## src/rtl/irda_rx_pkg.sv

```systemverilog
package irda_rx_pkg;
  // bit-clock ticks in one bit period
  parameter int unsigned TICKS_PER_BIT = 16;
  // bit periods in one frame: start, eight data, stop
  parameter int unsigned FRAME_BITS = 10;
  // consecutive low tick samples needed to accept a pulse
  parameter int unsigned MIN_LOW_TICKS = 2;
  // synchronizer depth
  parameter int unsigned SYNC_STAGES = 2;

  typedef enum logic {
    FR_IDLE   = 1'b0,
    FR_ACTIVE = 1'b1
  } frame_state_e;
endpackage

```

## src/rtl/irda_rx_sync.sv

```systemverilog
module irda_rx_sync #(
  parameter int unsigned STAGES = 2
) (
  input  logic clk,
  input  logic rst,
  input  logic d_in,
  output logic q_out
);
  logic [STAGES-1:0] chain_q;

  // each stage resets to the idle (high) level of the line
  for (genvar s = 0; s < STAGES; s++) begin : g_stage
    if (s == 0) begin : g_first
      always_ff @(posedge clk) begin
        if (rst) chain_q[0] <= 1'b1;
        else     chain_q[0] <= d_in;
      end
    end else begin : g_next
      always_ff @(posedge clk) begin
        if (rst) chain_q[s] <= 1'b1;
        else     chain_q[s] <= chain_q[s-1];
      end
    end
  end

  assign q_out = chain_q[STAGES-1];
endmodule

```

## src/rtl/irda_rx_glitch_filter.sv

```systemverilog
module irda_rx_glitch_filter #(
  parameter int unsigned MIN_LOW = 2
) (
  input  logic clk,
  input  logic rst,
  input  logic tick_en,
  input  logic line_s,
  output logic pulse_ok
);
  localparam int unsigned CW = $clog2(MIN_LOW + 1);
  localparam logic [CW-1:0] RUN_FULL = CW'(MIN_LOW);
  localparam logic [CW-1:0] RUN_LAST = CW'(MIN_LOW - 1);

  logic [CW-1:0] run_q;

  // run_q counts low samples so far and saturates, so one low run gives one accept
  always_ff @(posedge clk) begin
    if (rst) begin
      run_q <= '0;
    end else if (tick_en) begin
      if (line_s)                run_q <= '0;
      else if (run_q != RUN_FULL) run_q <= run_q + CW'(1);
    end
  end

  assign pulse_ok = tick_en && !line_s && (run_q == RUN_LAST);


  no_short_accept_chk: assert property (@(posedge clk) disable iff (rst)
    (tick_en && line_s) |=> !pulse_ok)
    else $error("accept right after a high sample");
endmodule

```

## src/rtl/irda_rx_framer.sv

```systemverilog
module irda_rx_framer
  import irda_rx_pkg::*;
#(
  parameter int unsigned TICKS = 16,
  parameter int unsigned NBITS = 10
) (
  input  logic clk,
  input  logic rst,
  input  logic tick_en,
  input  logic pulse_ok,
  output logic rx_o
);
  localparam int unsigned TW = $clog2(TICKS);
  localparam int unsigned BW = $clog2(NBITS);
  localparam logic [TW-1:0] TICK_END = TW'(TICKS - 1);
  localparam logic [BW-1:0] BIT_END  = BW'(NBITS - 1);

  frame_state_e  state_q;
  logic [TW-1:0] tick_q;
  logic [BW-1:0] bit_q;
  logic          rx_q;

  always_ff @(posedge clk) begin
    if (rst) begin
      state_q <= FR_IDLE;
      tick_q  <= '0;
      bit_q   <= '0;
      rx_q    <= 1'b1;
    end else if (tick_en) begin
      case (state_q)
        FR_IDLE: begin
          if (pulse_ok) begin
            state_q <= FR_ACTIVE;
            tick_q  <= '0;
            bit_q   <= '0;
            rx_q    <= 1'b0;
          end
        end
        default: begin
          if (tick_q == TICK_END) begin
            // this tick begins the next bit period
            tick_q <= '0;
            if (bit_q == BIT_END) begin
              bit_q <= '0;
              if (pulse_ok) begin
                rx_q <= 1'b0;
              end else begin
                state_q <= FR_IDLE;
                rx_q    <= 1'b1;
              end
            end else begin
              bit_q <= bit_q + BW'(1);
              rx_q  <= !pulse_ok;
            end
          end else if (pulse_ok && rx_q) begin
            // late pulse: the bit becomes zero and its period restarts
            rx_q   <= 1'b0;
            tick_q <= '0;
          end else begin
            tick_q <= tick_q + TW'(1);
          end
        end
      endcase
    end
  end

  assign rx_o = rx_q;


  reset_idle_chk: assert property (@(posedge clk)
    rst |=> (rx_q && state_q == FR_IDLE))
    else $error("output not high after reset");


  hold_between_ticks_chk: assert property (@(posedge clk) disable iff (rst)
    !tick_en |=> ($stable(rx_q) && $stable(tick_q) && $stable(bit_q)))
    else $error("state moved without a tick");


  idle_high_chk: assert property (@(posedge clk) disable iff (rst)
    (state_q == FR_IDLE) |-> rx_q)
    else $error("idle with output low");


  no_stretch_chk: assert property (@(posedge clk) disable iff (rst)
    (tick_en && state_q == FR_ACTIVE && !rx_q && tick_q != TICK_END) |=> !rx_q)
    else $error("zero bit ended early or was restarted");
endmodule

```

## src/rtl/irda_sir_decoder.sv

```systemverilog
module irda_sir_decoder
  import irda_rx_pkg::*;
#(
  parameter int unsigned TICKS   = TICKS_PER_BIT,
  parameter int unsigned NBITS   = FRAME_BITS,
  parameter int unsigned MIN_LOW = MIN_LOW_TICKS,
  parameter int unsigned STAGES  = SYNC_STAGES
) (
  input  logic clk,
  input  logic rst,
  input  logic tick_en,
  input  logic rxir_in,
  output logic rx_out
);
  logic line_s;
  logic pulse_ok;

  irda_rx_sync #(.STAGES(STAGES)) i_sync (
    .clk   (clk),
    .rst   (rst),
    .d_in  (rxir_in),
    .q_out (line_s)
  );

  irda_rx_glitch_filter #(.MIN_LOW(MIN_LOW)) i_filter (
    .clk      (clk),
    .rst      (rst),
    .tick_en  (tick_en),
    .line_s   (line_s),
    .pulse_ok (pulse_ok)
  );

  irda_rx_framer #(.TICKS(TICKS), .NBITS(NBITS)) i_framer (
    .clk      (clk),
    .rst      (rst),
    .tick_en  (tick_en),
    .pulse_ok (pulse_ok),
    .rx_o     (rx_out)
  );


  accept_drives_low_chk: assert property (@(posedge clk) disable iff (rst)
    pulse_ok |=> !rx_out)
    else $error("accepted pulse did not give a low output");
endmodule

```

## config.mk

```make
export PLATFORM = sky130hd
export DESIGN_NAME = irda_sir_decoder
export DESIGN_NICKNAME = d
export VERILOG_FILES = /design/src/rtl/irda_rx_pkg.sv /design/src/rtl/irda_rx_sync.sv /design/src/rtl/irda_rx_glitch_filter.sv /design/src/rtl/irda_rx_framer.sv /design/src/rtl/irda_sir_decoder.sv
export SDC_FILE = /design/constraint.sdc
export NUM_CORES = 1
export LEC_CHECK = 0
export BUFFER_PORTS_ARGS = -buffer_cell sky130_fd_sc_hd__buf_2
export CORE_AREA = 4 4 41 43
export CTS_CLUSTER_DIAMETER = 30
export DETAILED_ROUTE_END_ITERATION = 6
export DIE_AREA = 0 0 45 47
export HOLD_SLACK_MARGIN = 0.06
export PLACE_DENSITY = 0.71
export SKIP_CTS_REPAIR_TIMING = 1
export SLEW_MARGIN = 10
export SYNTH_ARGS = -nofsm -noshare
export SYNTH_HDL_FRONTEND = slang
export SYNTH_SLANG_ARGS = --single-unit
```

## constraint.sdc

```tcl
create_clock -name clk -period 3.4 [get_ports clk]
set_clock_uncertainty 0.05 [all_clocks]
set_input_delay 0.17 -clock clk [delete_from_list [all_inputs] [get_ports clk]]
set_output_delay 0.17 -clock clk [all_outputs]
set_load 0.02 [all_outputs]
```

==> impl_metrics.json, run 1 <==
{
  "initial_core_util_pct": 55.9,
  "p_sw_share_pct": 21.2,
  "dp_hpwl_um": 887,
  "initialDrtViolationCount": 26,
  "cpPeakStageDelay_ns": 0.39,
  "fin_ws_ns": 1.76,
  "die_h_um": 47,
  "vias_per_cell": 5.50,
  "finalNonFillerCells": 103,
  "synth_area_um2": 727,
  "ys_ff_latch": 14,
  "grt_max_degree": 15,
  "grt_pass1_wl_um": 2090,
  "drc": 0,
  "drt-pass1-iter-count": 4,
  "dpl_cell_area_um2": 757,
  "p_per_area_nw_per_um2": 339,
  "cts_buffers": 3,
  "p_sw_mw": 0.0566,
  "r2r_slack_ns": 1.76,
  "pwr-share-seq_pct": 62.2,
  "pwr-share-comb_pct": 3.9,
  "fin_util_pct": 60.7,
  "crit_path_end": "i_framer.tick_q[1]",
  "fin_crit_sh_pct": 48.1,
  "max-cap-violations": 0,
  "tns_ns": 0,
  "path_clk_slew_ns": 0.08,
  "finalSetupViolCount": 0,
  "clk_path_buf_depth": 2,
  "layout-drive-gt1-share_pct": 17.0,
  "holdCritPathClass": "in -> reg",
  "ant_nets": 0,
  "layout_min_cycle_time_ns": 1.64,
  "rows": 13,
  "syn-num-nets": 91,
  "postSynthAreaPerCell_um2": 8.87,
  "ios": 5,
  "clock_sinks": 14,
  "rsz0062_at_grt": "false",
  "vdd_ir_drop_max_mv": 0.245,
  "leakage_nw": 0.295,
  "antenna_cells": 0,
  "hold_viol_final": 0,
  "antenna_found_initial": 0,
  "internal-power_mw": 0.211,
  "worstPathMaxFanout": 10,
  "dpl.cell_count": 99,
  "timing.rr.end": "i_framer.tick_q[1]",
  "post-place-ws_ns": 1.79,
  "setup.worst_path.start_class": "flip-flop",
  "synthDistinctLibCells": 32,
  "arrival_ns": 1.78,
  "area_growth_pct": 8.61,
  "cts_root_buffer": "clkbuf_4",
  "cp-end-kind": "flip-flop",
  "yosysWarnings": 0,
  "track_usage_pct": 13.8,
  "max_slew_margin_pct": 81.7,
  "grt_overflow": 0,
  "worstMarginPinSlew_ns": 0.274,
  "rr_worst_depth": 5,
  "timing.hold.ws_ns": 0.182,
  "run_status": "finished, final reports clean",
  "route.vias.total": 567,
  "die_width_um": 45,
  "crit_required_ns": 3.55,
  "pwr-share-clk_pct": 33.8,
  "total_power_mw": 0.267,
  "grt_pass1_vias": 487,
  "die-area_um2": 2120,
  "insertion_delay_ns": 0.28,
  "worstSetupPathType": "reg -> reg",
  "core-area_um2": 1300,
  "drv_slew": 0,
  "path_cells": "ha_1 > nor2b_2 > o21ai_4 > or3b_1 > a211oi_2",
  "crit_path_start": "i_filter.run_q[0]",
  "cts_max_level": 1,
  "ys_seq_area_share_pct": 38.6,
  "max_freq_mhz": 611,
  "netlist_instances": 82,
  "r2r_start": "i_filter.run_q[0]",
  "wire_per_inst_um": 12.1,
  "nets": 99,
  "routabilityCongestion": 0.730,
  "port_buffers": 4,
  "totalWireLength_um": 1240,
  "fillers": 121,
  "cts_tree": "built",
  "cp_slowest_cell": "or3b_1",
  "postLayoutCellArea_um2": 790
}
[critical path: cells and delay by family, from the launching register on]
| family | cells | cell delay, ns |
|---|---|---|
| fa+ha+maj | 1 | 0.19 |
| flops | 1 | 0.38 |
| compound gates | 2 | 0.34 |
| simple gates | 2 | 0.60 |
[power by group through the flow]
stage               logic [mW]  registers, mW  clock network (mW)
floorplan              0.00686          0.170                   0
global placement       0.00941          0.170                   0
detailed placement     0.00957          0.170                   0
CTS                    0.00963          0.166              0.0944
global route            0.0118          0.167               0.102
finish                  0.0105          0.166              0.0905
[Yosys cell counts]
master,instances,area (µm²)
o21ai_4,1,16.3
a211oi_2,1,12.5
a21o_1,1,7.51
buf_2,1,5.00
nand3_1,2,10.0
nor2_2,1,6.26
a21oi_1,7,35.0
nor4b_1,2,17.5
nand2_1,1,3.75
ha_1,5,62.6
o21ai_1,3,15.0
o21ai_0,7,35.0
nand3b_1,2,15.0
nand4_1,1,6.26
nor4_1,2,12.5
or2_2,2,12.5
clkbuf_1,1,3.75
dfxtp_1,14,280
or3b_1,1,8.76
nor2_1,5,18.8
nand2b_1,2,12.5
a32oi_1,1,8.76
xor2_1,2,17.5
and3_1,1,6.26
or2_1,1,6.26
nor2b_2,1,8.76
inv_1,7,26.3
nor2b_1,2,12.5
nor3b_2,1,12.5
and2_1,2,12.5
o211ai_1,1,7.51
nand3b_2,1,11.3
[state kept, by name, summed over array words and instances (netlist names)]
register	flops
i_framer.state_q	1
i_framer.rx_o	1
i_framer.tick_q	4
i_framer.bit_q	4
i_filter.run_q	2
i_sync.q_out	1
i_sync.chain_q	1
[kinds of logic (layout without fill, tap and decap cells)]
family	Yosys count	count (layout)	share of synthesized area, %
buffers and inverters	9	15	4.82
AO/OA/AOI/OAI	22	22	18.9
adder cells (fa/ha/maj)	5	5	8.61
flip-flops	14	14	38.6
AND/OR/NAND/NOR	30	30	26.7
XOR/XNOR	2	2	2.41
[layout make-up]
class / count / area, µm² / share of cell area [%]
timing repair buffer: 5 / 30.0 / 3.80
clock buffer: 3 / 22.5 / 2.85
tap: 15 / 18.8 / 2.38
sequential: 14 / 280 / 35.5
inverter: 7 / 26.3 / 3.33
multi-input combinational: 59 / 412 / 52.1
[per-layer routing]
layer / GRT usage [%] / wire (µm)
met1: 20.7 / 677
met2: 16.9 / 511
met3: 3.45 / 38
met4: 8.77 / 15
met5: 0 / 0
[how the worst min path moves through the flow]
stage	start	end	slack [ns]	cells past startpoint
final	rst	i_filter.run_q[0]	0.18	2
after global routing	rst	i_filter.run_q[0]	0.20	2
after CTS	rxir_in	i_sync.chain_q[0]	0.02	2
after detailed placement	rxir_in	i_sync.chain_q[0]	0.31	2
after global placement	rxir_in	i_sync.chain_q[0]	0.30	2
after floorplan	rst	i_framer.tick_q[0]	0.20	1
[cells in the final DEF, fill, tap and decap left out, drive strengths merged, types with 2 or more instances in the layout]
cell type and instances:
clkbuf 3, nand3 2, inv 7, ha 5
a21oi 7, buf 4, nor4 2, xor2 2
dfxtp 14, and2 2, nand2b 2, o21ai 11
nor4b 2, nor2b 3, nor2 6, nand3b 3
or2 3
Power figures use the tool's default switching activity.
==> run 2, diff against run 1 <==
--- a/config.mk
+++ b/config.mk
@@ -5,13 +5,14 @@
 export SDC_FILE = /design/constraint.sdc
 export NUM_CORES = 1
 export LEC_CHECK = 0
+export ABC_AREA = 1
 export BUFFER_PORTS_ARGS = -buffer_cell sky130_fd_sc_hd__buf_2
-export CORE_AREA = 4 4 41 43
+export CORE_MARGIN = 4
+export CORE_UTILIZATION = 50
 export CTS_CLUSTER_DIAMETER = 30
 export DETAILED_ROUTE_END_ITERATION = 6
-export DIE_AREA = 0 0 45 47
 export HOLD_SLACK_MARGIN = 0.06
-export PLACE_DENSITY = 0.71
+export PLACE_DENSITY = 0.69
 export SKIP_CTS_REPAIR_TIMING = 1
 export SLEW_MARGIN = 10
 export SYNTH_ARGS = -nofsm -noshare
==> constraint.sdc (replaced) <==
create_clock -name clk -period 1.5 [get_ports clk]
set_clock_uncertainty 0.05 [all_clocks]
set_input_delay 0.075 -clock clk [delete_from_list [all_inputs] [get_ports clk]]
set_output_delay 0.075 -clock clk [all_outputs]
set_load 0.02 [all_outputs]
==> impl_metrics.json, run 2 <==
{
  "run_status": "finished, final reports clean",
  "rows": 13,
  "routabilityCongestion": 0.737,
  "tns_ns": 0,
  "netlist_instances": 90,
  "synth_edf_count": 0,
  "async_flop_share_pct": 0,
  "area_growth_pct": 9.63,
  "core-area_um2": 1320,
  "holdCritPathClass": "in -> reg",
  "finalSetupViolCount": 0,
  "ant_nets": 0,
  "synthTopCellsByCount": "18 x nand2_1, 14 x dfxtp_1, 10 x inv_1",
  "p_per_area_nw_per_um2": 808,
  "ios": 5,
  "grt_max_degree": 12,
  "cts_root_buffer": "clkbuf_4",
  "grt_pass1_wl_um": 2150,
  "worstPathMaxFanout": 7,
  "arrival_ns": 1.46,
  "die-area_um2": 2070,
  "ys_seq_area_share_pct": 39.9,
  "timing.hold.ws_ns": 0.0551,
  "port_buffers": 4,
  "syn-num-nets": 99,
  "max_slew_margin_pct": 82.1,
  "worstSetupPathType": "reg -> reg",
  "cts_max_level": 1,
  "drc": 0,
  "synthDistinctLibCells": 19,
  "final_common_cell": "nand2_1",
  "clk_path_buf_depth": 2,
  "path_cells": "inv_1 > ha_1 > nand3_2 > nand2_4 > nand2_4 > nor2_4 > nand2_1 > a21oi_1",
  "route.vias.total": 575,
  "drt-pass1-iter-count": 4,
  "cpPeakStageDelay_ns": 0.33,
  "cp_slowest_cell": "dfxtp_1",
  "ys.flop_type": "dfxtp_1",
  "antenna_found_initial": 0,
  "yosysWarnings": 0,
  "max-cap-violations": 0,
  "synth.area.top_cells": "dfxtp_1 40%, nand2_1 9.6%, ha_1 8.9%",
  "yosys.area.top_type": "dfxtp_1",
  "antenna_cells": 0,
  "cts_buffers": 3,
  "nets": 108,
  "track_usage_pct": 14.5,
  "path_clk_slew_ns": 0.07,
  "cts_tree": "built",
  "vias_per_cell": 5.13,
  "die_h_um": 45.5,
  "vdd_ir_drop_max_mv": 0.507,
  "wire_per_inst_um": 10.2,
  "dp_hpwl_um": 874,
  "fin_crit_sh_pct": 86.9,
  "hold_viol_final": 0,
  "die_width_um": 45.5,
  "clock_sinks": 14,
  "reg_top3": "i_framer.bit_q (4), i_framer.tick_q (4), i_filter.run_q (2)",
  "layout-drive-gt1-share_pct": 15.5,
  "drv_slew": 0,
  "initial_core_util_pct": 53.3,
  "leakage_nw": 0.347,
  "max_freq_mhz": 767,
  "grt_pass1_vias": 545,
  "setup.worst_path.start_class": "flip-flop",
  "worstMarginPinSlew_ns": 0.268,
  "final_cell_mix": "18 x nand2_1, 14 x dfxtp_1, 10 x inv_1, 9 x nand3_1, 8 x a21oi_1",
  "grt_overflow": 0,
  "synth_area_um2": 702,
  "initialDrtViolationCount": 18,
  "crit_required_ns": 1.66,
  "insertion_delay_ns": 0.27,
  "cp-end-kind": "flip-flop",
  "fillers": 122,
  "totalWireLength_um": 1150,
  "cp_common_cell": "nand2_4",
  "synth_top_area_share_pct": 39.9,
  "postSynthAreaPerCell_um2": 7.80,
  "yosysMostFrequentCell": "nand2_1",
  "rsz0062_at_grt": "false",
  "layout_min_cycle_time_ns": 1.30,
  "ys_ff_latch": 14
}
## run 2: changes by cell type after synthesis, sizes merged, moves of 3 or more
cell and delta:
nand2 +19, nand3 +8, o21ai -8, inv +5, nand3b -3, nor2b -3
## run 2: area by class of cell
type                       instances  area [µm²]  share of cell area [%]
multi-input combinational         63         373                    48.5
sequential                        14         280                    36.4
tap                               15        18.8                    2.44
timing repair buffer               5        30.0                    3.90
clock buffer                       3        22.5                    2.93
inverter                          12        45.0                    5.85
## run 2: power by group
part / internal (mW) / switching, mW
registers: 0.378 / 0.00449
clock network: 0.0929 / 0.108
logic: 0.0153 / 0.0233
## run 2: final timing paths
check / startpoint / to / slack (ns) / depth (start not counted)
worst max-delay path: i_filter.run_q[1] / i_framer.bit_q[3] / 0.20 / 8
worst min-delay path: rst / i_framer.bit_q[2] / 0.06 / 2
worst max register to register: i_filter.run_q[1] / i_framer.bit_q[3] / 0.20 / 8
worst min register to register: i_sync.chain_q[0] / i_sync.q_out / 0.36 / 1
## run 2: layer usage
metal | up-vias | wire length, µm | global-route usage [%]
met5 | - | 0 | 0
met4 | 0 | 25 | 11.7
met3 | 4 | 69 | 5.53
met2 | 14 | 481 | 19.5
met1 | 250 | 569 | 17.9
li1 | 307 | - | -
## run 2: worst max-delay path, delay by kind of cell, from the launching register on
family / cells / cell delay, ns
AND/OR/NAND/NOR: 5 / 0.53
AO/OA/AOI/OAI: 1 / 0.11
buffers and inverters: 1 / 0.05
adder cells (fa/ha/maj): 1 / 0.17
flip-flops: 1 / 0.33
## run 2: stage by stage
stage	util [%]	power [mW]	instance area, µm²	instances	worst slack, ns
floorplan	-	0.417	702	90	0.299
global placement	55.9	0.427	737	108	0.219
finish	58.4	0.622	769	112	0.197
CTS	57.6	0.628	759	111	0.182
detailed placement	55.9	0.428	737	108	0.205
global route	58.4	0.653	769	112	0.0136
## run 2: cell families (layout without fill, tap and decap cells)
| kind of cell | after synthesis | in the layout | synth area share (%) |
|---|---|---|---|
| DFF | 14 | 14 | 39.9 |
| buffers and inverters | 13 | 20 | 6.95 |
| AOI/OAI and AO/OA | 12 | 12 | 8.91 |
| xor gates and xnor gates | 4 | 4 | 4.99 |
| adders and majority gates | 5 | 5 | 8.91 |
| and+or+nand+nor | 42 | 42 | 30.3 |
==> run 3, diff against run 2 <==
--- a/config.mk
+++ b/config.mk
@@ -8,11 +8,11 @@
 export ABC_AREA = 1
 export BUFFER_PORTS_ARGS = -buffer_cell sky130_fd_sc_hd__buf_2
 export CORE_MARGIN = 4
-export CORE_UTILIZATION = 50
+export CORE_UTILIZATION = 45
 export CTS_CLUSTER_DIAMETER = 30
 export DETAILED_ROUTE_END_ITERATION = 6
 export HOLD_SLACK_MARGIN = 0.06
-export PLACE_DENSITY = 0.69
+export PLACE_DENSITY = 0.63
 export SKIP_CTS_REPAIR_TIMING = 1
 export SLEW_MARGIN = 10
 export SYNTH_ARGS = -nofsm -noshare
==> impl_metrics.json, run 3 (synthesis results as in run 2) <==
{
  "arrival_ns": 1.52,
  "grt_pass1_vias": 544,
  "rr_worst_depth": 7,
  "leakage_nw": 0.359,
  "holdPathStages": 4,
  "min_to": "i_framer.state_q",
  "p_per_area_nw_per_um2": 870,
  "fillers": 123,
  "crit_buf_inv": 0,
  "grt_pass1_wl_um": 2180,
  "max-cap-violations": 0,
  "grt_max_degree": 12,
  "hold_viol_final": 0,
  "dp_hpwl_um": 922,
  "cts_root_buffer": "clkbuf_4",
  "route.vias.total": 585,
  "cp_slowest_cell": "dfxtp_1",
  "rows": 13,
  "layout_min_cycle_time_ns": 1.36,
  "die_h_um": 47.5,
  "setup.worst_path.start_class": "flip-flop",
  "cts_buffers": 3,
  "antenna_found_initial": 0,
  "path_clk_slew_ns": 0.08,
  "cp-end-kind": "flip-flop",
  "internal-power_mw": 0.543,
  "ios": 5,
  "ant_nets": 0,
  "grt_overflow": 0,
  "drv_slew": 0,
  "total_power_mw": 0.692,
  "cpPeakStageDelay_ns": 0.38,
  "run_status": "finished, final reports clean",
  "totalWireLength_um": 1220,
  "max_freq_mhz": 737,
  "timing.rr.end": "i_framer.bit_q[3]",
  "vias_per_cell": 5.13,
  "die_width_um": 47.5,
  "p_sw_share_pct": 21.5,
  "initialDrtViolationCount": 18,
  "pwr-share-seq_pct": 55.3,
  "layout-drive-gt1-share_pct": 17.2,
  "antenna_cells": 0,
  "routabilityCongestion": 0.794,
  "critPathTopFamily": "simple AND/OR/NAND/NOR gates",
  "path_cells": "ha_1 > nand3_1 > nand2_2 > nand2_4 > nor2_4 > nand2_1 > a21oi_1",
  "fin_crit_sh_pct": 90.5,
  "crit_required_ns": 1.67,
  "clk_path_buf_depth": 2,
  "die-area_um2": 2260,
  "cts_max_level": 1,
  "max_slew_margin_pct": 83.4,
  "insertion_delay_ns": 0.28,
  "nets": 109,
  "p_sw_mw": 0.149,
  "track_usage_pct": 14.3,
  "drt-pass1-iter-count": 4,
  "pwr-share-comb_pct": 5.9,
  "area_growth_pct": 13.4,
  "drc": 0,
  "pwr-share-clk_pct": 38.8,
  "initial_core_util_pct": 50.8,
  "final_common_cell": "nand2_1",
  "cts_tree": "built",
  "min_from": "tick_en",
  "r2r_slack_ns": 0.14,
  "reg_top3": "i_framer.bit_q (4), i_framer.tick_q (4), i_filter.run_q (2)",
  "worstSetupPathType": "reg -> reg",
  "r2r_start": "i_framer.tick_q[0]",
  "final_cell_mix": "17 x nand2_1, 14 x dfxtp_1, 10 x inv_1, 9 x nand3_1, 8 x a21oi_1",
  "port_buffers": 4,
  "core-area_um2": 1380,
  "worstMarginPinSlew_ns": 0.248,
  "wire_per_inst_um": 10.7,
  "holdCritPathClass": "in -> reg",
  "tns_ns": 0,
  "worstPathMaxFanout": 7,
  "rsz0062_at_grt": "false",
  "finalSetupViolCount": 0,
  "vdd_ir_drop_max_mv": 0.599,
  "clock_sinks": 14
}
==> run 3: cell types whose count changed in the layout (fill, tap and decap cells not counted), sizes merged <==
cell / change
clkbuf: +1
dlygate4sd3: +1
==> run 3: power by group through the flow <==
stage | Combinational, mW | Sequential [mW] | Clock (mW)
finish | 0.0407 | 0.383 | 0.268
floorplan | 0.0251 | 0.391 | 0
detailed placement | 0.0373 | 0.392 | 0
global placement | 0.0368 | 0.391 | 0
CTS | 0.0373 | 0.383 | 0.281
global route | 0.0468 | 0.384 | 0.301
==> run 3: metal layers <==
layer  part of all wire, %  GRT usage [%]  routed length, µm
met4                  0.91           6.63                 11
met2                    45           21.1                551
met3                   6.0           6.77                 73
met1                    48           17.4                579
met5                     0              0                  0
==> run 3: final cells by class <==
cell class,count,area (µm²),share of cell area [%]
Multi-Input combinational cell,63,375,47.2
Sequential cell,14,280,35.2
Inverter,12,45.0,5.66
Timing Repair Buffer,6,40.0,5.03
Clock buffer,4,36.3,4.56
Tap cell,15,18.8,2.36
==> run 3: how the worst max path moves through the flow <==
stage	startpoint	end	slack, ns	depth (start not counted)
detailed placement	i_framer.tick_q[0]	i_framer.bit_q[2]	0.15	7
floorplan	i_framer.tick_q[0]	i_framer.bit_q[1]	0.30	7
finish	i_framer.tick_q[0]	i_framer.bit_q[3]	0.14	7
CTS	i_framer.tick_q[0]	i_framer.bit_q[2]	0.13	7
global placement	i_framer.tick_q[0]	i_framer.bit_q[2]	0.19	7
global route	i_framer.tick_q[0]	i_framer.bit_q[1]	0.005	7
==> run 3: worst reg2reg max path: cells and delay by family (launching register included) <==
| kind | cells | cell delay, ns |
|---|---|---|
| AOI/OAI and AO/OA | 1 | 0.11 |
| adders and majority gates | 1 | 0.20 |
| DFF | 1 | 0.38 |
| and+or+nand+nor | 5 | 0.53 |
==> run 3: through the flow <==
stage	instances	cell area, µm²	hold WS (ns)	worst slack, ns	utilization, %
4_1_cts	112	773	-0.0887	0.128	55.9
6_report	114	796	0.0820	0.142	57.6
5_1_grt	114	796	0.0994	0.00535	57.6
3_5_place_dp	108	737	0.212	0.149	53.3
2_1_floorplan	90	702	0.129	0.299	-
3_3_place_gp	108	737	0.209	0.185	53.3
